File: src/rtl/cres_pkg.sv
package cres_pkg;

    localparam int DATA_W   = 24;
    localparam int CH_W     = 3;
    localparam int BUS_W    = 32;
    localparam int HALF_W   = BUS_W / 2;
    localparam int STAT_W   = 4;
    localparam int DATA_LSB = BUS_W - DATA_W;
    localparam int LATE_BIT = 4;

    localparam int ST_INJ_EOC = 0;
    localparam int ST_REG_EOC = 1;
    localparam int ST_INJ_OVR = 2;
    localparam int ST_REG_OVR = 3;

    typedef enum logic [1:0] {
        WIX_INJ  = 2'd0,
        WIX_REG  = 2'd1,
        WIX_STAT = 2'd2,
        WIX_NONE = 2'd3
    } wix_e;

    typedef struct packed {
        logic [DATA_W-1:0] value;
        logic [CH_W-1:0]   chan;
        logic              late;
    } result_t;

    function automatic logic [BUS_W-1:0] pack_result(input result_t r);
        logic [BUS_W-1:0] w;
        w = '0;
        w[BUS_W-1:DATA_LSB] = r.value;
        w[CH_W-1:0]         = r.chan;
        w[LATE_BIT]         = r.late;
        return w;
    endfunction

    function automatic logic [BUS_W-1:0] upper_half(input logic [BUS_W-1:0] w);
        return {{HALF_W{1'b0}}, w[BUS_W-1:HALF_W]};
    endfunction

endpackage

File: src/rtl/cres_slot.sv
module cres_slot
    import cres_pkg::*;
#(
    parameter bit KEEP_LATE = 1'b0
) (
    input  logic    clk,
    input  logic    rst,
    input  logic    done,
    input  result_t din,
    input  logic    rd_hit,
    input  logic    ovr_clr,
    input  logic    dma_en,
    output result_t held,
    output logic    eoc,
    output logic    ovr,
    output logic    dma_req
);

    logic late_in;

    generate
        if (KEEP_LATE) begin : g_late
            assign late_in = din.late;
        end else begin : g_nolate
            assign late_in = din.late & 1'b0;
        end
    endgenerate

    always_ff @(posedge clk) begin
        if (rst) begin
            held <= '0;
            eoc  <= 1'b0;
        end else if (done) begin
            held.value <= din.value;
            held.chan  <= din.chan;
            held.late  <= late_in;
            eoc        <= 1'b1;
        end else if (rd_hit) begin
            eoc <= 1'b0;
        end
    end

    always_ff @(posedge clk) begin
        if (rst) begin
            ovr <= 1'b0;
        end else if (done && eoc && !rd_hit) begin
            ovr <= 1'b1;
        end else if (ovr_clr) begin
            ovr <= 1'b0;
        end
    end

    assign dma_req = dma_en & eoc;

endmodule

File: src/rtl/cres_readport.sv
module cres_readport
    import cres_pkg::*;
(
    input  logic              clk,
    input  logic              rst,
    input  logic              bus_rd,
    input  logic              bus_wr,
    input  logic [1:0]        bus_addr,
    input  logic              bus_half,
    input  logic [STAT_W-1:0] bus_wdata,
    input  logic [BUS_W-1:0]  word_inj,
    input  logic [BUS_W-1:0]  word_reg,
    input  logic [STAT_W-1:0] status,
    output logic              rd_inj,
    output logic              rd_reg,
    output logic              clr_inj,
    output logic              clr_reg,
    output logic [BUS_W-1:0]  bus_rdata
);

    wix_e             wix;
    logic [BUS_W-1:0] sel_word;

    assign wix     = wix_e'(bus_addr);
    assign rd_inj  = bus_rd && (wix == WIX_INJ);
    assign rd_reg  = bus_rd && (wix == WIX_REG);
    assign clr_inj = bus_wr && (wix == WIX_STAT) && bus_wdata[ST_INJ_OVR];
    assign clr_reg = bus_wr && (wix == WIX_STAT) && bus_wdata[ST_REG_OVR];

    always_comb begin
        unique case (wix)
            WIX_INJ:  sel_word = word_inj;
            WIX_REG:  sel_word = word_reg;
            WIX_STAT: sel_word = {{(BUS_W-STAT_W){1'b0}}, status};
            default:  sel_word = '0;
        endcase
    end

    always_ff @(posedge clk) begin
        if (rst) begin
            bus_rdata <= '0;
        end else if (bus_rd) begin
            bus_rdata <= bus_half ? upper_half(sel_word) : sel_word;
        end
    end

endmodule

File: src/rtl/cres_top.sv
module cres_top
    import cres_pkg::*;
(
    input  logic              clk,
    input  logic              rst,
    input  logic              inj_done,
    input  logic [DATA_W-1:0] inj_data,
    input  logic [CH_W-1:0]   inj_chan,
    input  logic              reg_done,
    input  logic [DATA_W-1:0] reg_data,
    input  logic [CH_W-1:0]   reg_chan,
    input  logic              reg_late,
    input  logic              bus_rd,
    input  logic              bus_wr,
    input  logic [1:0]        bus_addr,
    input  logic              bus_half,
    input  logic [STAT_W-1:0] bus_wdata,
    output logic [BUS_W-1:0]  bus_rdata,
    input  logic              dma_en_inj,
    input  logic              dma_en_reg,
    output logic              inj_eoc,
    output logic              reg_eoc,
    output logic              inj_ovr,
    output logic              reg_ovr,
    output logic              inj_dma_req,
    output logic              reg_dma_req
);

    result_t             inj_in, reg_in, inj_held, reg_held;
    logic                rd_inj, rd_reg, clr_inj, clr_reg;
    logic [STAT_W-1:0]   status;

    assign inj_in = '{value: inj_data, chan: inj_chan, late: 1'b0};
    assign reg_in = '{value: reg_data, chan: reg_chan, late: reg_late};

    cres_slot #(.KEEP_LATE(1'b0)) u_inj (
        .clk(clk), .rst(rst), .done(inj_done), .din(inj_in),
        .rd_hit(rd_inj), .ovr_clr(clr_inj), .dma_en(dma_en_inj),
        .held(inj_held), .eoc(inj_eoc), .ovr(inj_ovr), .dma_req(inj_dma_req)
    );

    cres_slot #(.KEEP_LATE(1'b1)) u_reg (
        .clk(clk), .rst(rst), .done(reg_done), .din(reg_in),
        .rd_hit(rd_reg), .ovr_clr(clr_reg), .dma_en(dma_en_reg),
        .held(reg_held), .eoc(reg_eoc), .ovr(reg_ovr), .dma_req(reg_dma_req)
    );

    always_comb begin
        status             = '0;
        status[ST_INJ_EOC] = inj_eoc;
        status[ST_REG_EOC] = reg_eoc;
        status[ST_INJ_OVR] = inj_ovr;
        status[ST_REG_OVR] = reg_ovr;
    end

    cres_readport u_port (
        .clk(clk), .rst(rst), .bus_rd(bus_rd), .bus_wr(bus_wr),
        .bus_addr(bus_addr), .bus_half(bus_half), .bus_wdata(bus_wdata),
        .word_inj(pack_result(inj_held)), .word_reg(pack_result(reg_held)),
        .status(status), .rd_inj(rd_inj), .rd_reg(rd_reg),
        .clr_inj(clr_inj), .clr_reg(clr_reg), .bus_rdata(bus_rdata)
    );

endmodule

File: config.mk
export PLATFORM = sky130hd
export DESIGN_NAME = cres_top
export DESIGN_NICKNAME = d
export VERILOG_FILES = /design/src/rtl/cres_pkg.sv /design/src/rtl/cres_slot.sv /design/src/rtl/cres_readport.sv /design/src/rtl/cres_top.sv
export SDC_FILE = /design/constraint.sdc
export NUM_CORES = 1
export LEC_CHECK = 0
export ABC_AREA = 1
export BUFFER_PORTS_ARGS = -buffer_cell sky130_fd_sc_hd__clkbuf_2
export CORE_ASPECT_RATIO = 1.1
export CORE_MARGIN = 8
export CORE_UTILIZATION = 45
export CTS_CLUSTER_SIZE = 28
export DETAILED_ROUTE_END_ITERATION = 7
export GPL_ROUTABILITY_DRIVEN = 0
export PLACE_DENSITY = 0.83
export REMOVE_ABC_BUFFERS = 1
export SLEW_MARGIN = 40
export SYNTH_ARGS = -nofsm -noshare
export SYNTH_HDL_FRONTEND = slang
export SYNTH_SLANG_ARGS = --single-unit
File: constraint.sdc
create_clock -name clk -period 1.7 [get_ports clk]
set_input_delay 0.255 -clock clk [delete_from_list [all_inputs] [get_ports clk]]
set_output_delay 0.255 -clock clk [all_outputs]
set_load 0.02 [all_outputs]
==> Word-level counts from Yosys, hierarchy flattened <==
Index checks and enable logic that the tools add are counted.
{ "word_totals": {"latchBits": 0, "memories": 0, "mem_bits_rw": 0, "inputBits": 70, "mem_bits_ro": 0, "regBits": 91} }
{ "classes": {"shift": 0, "n_lt_le_gt_ge": 0, "n_bitwise": 2, "multipliers": 0, "n_eq_ne": 2, "muxes": 10, "n_reduce_logical": 16, "n_div": 0, "add_sub_neg": 0} }
{ "op_table": {"columns": ["operator", "n"], "rows": [
  ["$pmux 32 s3", 1],
  ["$mux 32", 1],
  ["$logic_and 1x1->1", 9],
  ["$mux 1", 8],
  ["$reduce_bool 2->1", 4],
  ["$and 1x1->1", 2],
  ["$eq 2x1->1 const B", 1],
  ["$eq 2x2->1 const B", 1],
  ["$logic_not 1->1", 2],
  ["$logic_not 2->1", 1]
]} }

==> Longest topological paths before layout <==
{ "depth": {"depth_word": 5, "mapped_depth": 10, "mapped_depth_nobuf": 8} }

==> Hierarchy <==
Synthesis repeated with hierarchy kept, for this count alone.
{ "unflattened": {"hier_cells": 571, "hier_area_um2": 3952.5} }
{ "by_module_without_submodules": {"columns": ["mod", "area_each_um2", "seq_area_each_um2", "instances", "cells_per_inst"], "rows": [
  ["cres_readport", 1805.5, 640.6, 1, 307],
  ["cres_slot (u_inj)", 1088.5, 580.6, 1, 130],
  ["cres_slot (u_reg)", 1054.8, 600.6, 1, 133],
  ["cres_top", 3.8, 0.0, 1, 1]
]} }

==> Least setup slack after synthesis <==
Ideal clock, no wire load.
{ "synth_timing": {"path_type": "in2reg", "start": "input bus_rd", "end": "register u_port.bus_rdata[13]", "setup_slack_ns": 0.636, "path_buffers": 2, "arrival_ns": 0.955, "cell_stages": 8, "cell_sequence": "buf_4 -> nand2_1 -> inv_1 -> buf_4 -> nand2_1 -> nand3_1 -> nand2_1 -> inv_1"} }
{ "synth_rtl": {"columns": ["element", "line_no", "rtl"], "rows": [
  ["start, declared", "cres_top.sv:13", "input logic bus_rd,"],
  ["end signal, assigned", "cres_readport.sv:43", "bus_rdata <= bus_half ? upper_half(sel_word) : sel_word;"],
  ["end, declared", "cres_readport.sv:18", "output logic [BUS_W-1:0] bus_rdata"]
]} }

==> Final worst setup path <==
{ "layout_timing": {"start": "register u_reg.eoc", "end": "output reg_dma_req"} }
{ "layout_via": {"elab_chain_len": 1} }
{ "layout_rtl": {"columns": ["element", "line_no", "rtl"], "rows": [
  ["start, declared", "cres_slot.sv:14", "output logic eoc,"],
  ["start signal, assigned", "cres_slot.sv:32", "eoc <= 1'b0;"],
  ["start signal, assigned", "cres_slot.sv:37", "eoc <= 1'b1;"],
  ["start signal, assigned", "cres_slot.sv:39", "eoc <= 1'b0;"],
  ["$and 1x1->1", "cres_slot.sv:53", "assign dma_req = dma_en & eoc;"],
  ["end, declared", "cres_top.sv:26", "output logic reg_dma_req"]
]} }
Every way passes these cells.

==> metrics.cfg <==
[clock_tree]
path_clk_slew_ps=90
ctsHoldBuffers=0
clock-sinks=91
cts_tree=done
cts_buffers=9
postCtsSetupBuffers=0
post_cts_resized=0
h-tree-depth=3
clk_latency_ps=350
max-clock-path-buffers=2
cts_root_buf=clkbuf_8

[finish]
drive_gt1_share_pct=21.9
antenna_cells_inserted=0
syn_to_final_growth_pct=20.6
multi_input_area_um2=1660
fillerInstances=860
utilization_pct=55.2
final_area_um2=4540
fin_nets=701
register_area_um2=1820
layout.cells.non_filler=746

[setup_path]
cp-start-kind=flop
cp_max_fo=5
crit_chain=nand2_1, inv_1, clkbuf_2
path_class=flop to output port
crit_family=flip-flops
cp_data_required_time_ps=1440
cp_data_arrival_time_ps=1060
reg2reg_to=u_port.bus_rdata[0]$_SDFFE_PP0P_
worstReg2RegStart=u_inj.eoc$_SDFFE_PP0P_
worst_path_max_delay_cell=dfxtp_1
path_buf_inv=2
cpPeakStageDelay_ps=420
end_kind=output port
ff2ff_path_depth=4
reg2reg_slack_ps=810

[global_route]
grtUsageTotal_pct=18.5
grt_pass1_vias=3606
grt_max_degree=64
grt_pass1_wl_um=17000
antenna_found_initial=0
grt_remaining_overflow=0

[yosys]
syn_avg_cell_area_um2=7.01
synth_area_um2=3760
synth_seq_cells=91
yosysTopAreaCell=dfxtp_1
synthCells=537
synth_top_area_share_pct=48.4
netlist_top_cells_area=dfxtp_1 48%, nand2_1 15%, nor2_1 11%
ys_warn_count=0
yosysSeqAreaShare_pct=48.4
synth.distinct_cells=17

[route]
wl_met2_um=4850
antenna_left=0
top_layer_used=met4
wl_met3_um=762
dr.pass1.iters=5
finalWirelength_um=10500
wl_per_cell_um=14.1
drc=0
via_count=3710
drt_iter0_markers=166
drt-met1-wl_um=4760
viasPerCell=4.97

[pwr]
cellLeakagePower_nw=2.22
peakVddDrop_v=0.000479
p_per_area_nw_per_um2=965

[floorplan]
core_um2=8230
io_pins=108
num_rows=35
die_h_um=112
die_w_um=103
initial_core_util_pct=45.7
die_area_um2=11600

[worst_hold_path]
holdPathStages=3
min_from=inj_data[23]
hold_path_end=u_inj.held[27]$_SDFFE_PP0P_
hold_path.class=input pin to flop

[flow_run]
max_cap_viol_count=0

[place]
hpwl_um=7270
place_inst=731
place_area_um2=4340
io_buffers=105

[sta]
max-slew-margin-rel_pct=66.1
finalSetupViolCount=0
period_share_pct=77.1
tightest_slew_ps=507
holdWs_ps=122
fmax_mhz=763
slew_violations=0
hold_violations=0
skew_ps=13.6
rsz0062_at_grt=no
fin_setup_tns_ps=0
period_needed_ps=1310

[outcome]
status=finished, final reports clean

==> through the flow <==
stage	power, mW	setup slack, ps
floorplan	2.60	631
global route	4.58	323
finish	4.38	389
CTS	4.39	390
global placement	2.84	310
detailed placement	2.86	284
==> cell families (layout without fill, tap and decap cells) <==
family	after synthesis	in the layout	synth area share, %
AOI/OAI and AO/OA	89	89	12.1
buffers and inverters	56	154	7.54
DFF	91	91	48.4
and+or+nand+nor	301	301	32.0
==> registers in the layout (all words and copies together) (netlist names) <==
signal            flops
u_reg.ovr             1
u_inj.ovr             1
u_inj.held           27
u_reg.held           28
u_port.bus_rdata     32
u_inj.eoc             1
u_reg.eoc             1
==> routing by layer <==
layer / vias up / GRT usage, %
met3: 19 / 3.81
met2: 126 / 29.4
met1: 1688 / 23.6
li1: 1877 / -
met4: 0 / 7.15
met5: - / 0
==> worst reg2reg max path, delay by kind of cell, from the launching register on <==
kind            cells  cell delay [ps]
simple gates        3              270
compound gates      1              140
flops               1              420
==> where the power goes <==
part | switching, mW | internal (mW) | total (mW) | leakage [nW]
logic | 0.326 | 0.187 | 0.513 | 1.37
clock network | 0.748 | 0.819 | 1.57 | 0.106
registers | 0.0595 | 2.24 | 2.30 | 0.749
total | 1.13 | 3.25 | 4.38 | 2.22
==> worst max path at each step <==
stage / start / endpoint / slack, ps / cells past startpoint
after floorplan: bus_half / u_port.bus_rdata[10]$_SDFFE_PP0P_ / 630 / 7
after global placement: bus_addr[0] / u_port.bus_rdata[8]$_SDFFE_PP0P_ / 310 / 8
after detailed placement: bus_addr[0] / u_port.bus_rdata[8]$_SDFFE_PP0P_ / 280 / 8
after CTS: u_reg.eoc$_SDFFE_PP0P_ / reg_dma_req / 390 / 3
after global routing: u_inj.eoc$_SDFFE_PP0P_ / inj_dma_req / 320 / 3
final: u_reg.eoc$_SDFFE_PP0P_ / reg_dma_req / 390 / 3
==> placed cells by master, fill, tap and decap left out, drive strengths merged <==
cell type | synthesis | layout
o21a | 2 | 2
dfxtp | 91 | 91
nand2 | 153 | 153
o21ai | 55 | 55
clkinv | 0 | 3
bufinv | 0 | 2
buf | 20 | 12
inv | 22 | 22
a21oi | 32 | 32
clkbuf | 14 | 115
nand3 | 32 | 32
nor2 | 116 | 116
==> layout make-up <==
| type | instances | area share, % |
|---|---|---|
| multi-input cells | 390 | 36.5 |
| well taps | 111 | 3.06 |
| inverters | 22 | 1.93 |
| clock inverters | 5 | 1.74 |
| repair buffers | 117 | 13.8 |
| clock buffers | 10 | 2.81 |
| flip-flops and latches | 91 | 40.1 |
==> synthesized netlist by cell type <==
library cell / n
inv_2: 3
a21oi_1: 31
nand2_2: 1
nor2_1: 114
buf_2: 10
clkbuf_1: 14
o21a_1: 2
inv_1: 18
nand2_1: 152
inv_6: 1
dfxtp_1: 91
buf_6: 5
buf_4: 5
a21oi_2: 1
nand3_1: 32
o21ai_0: 55
nor2_8: 2
Power figures use the tool's default switching activity.
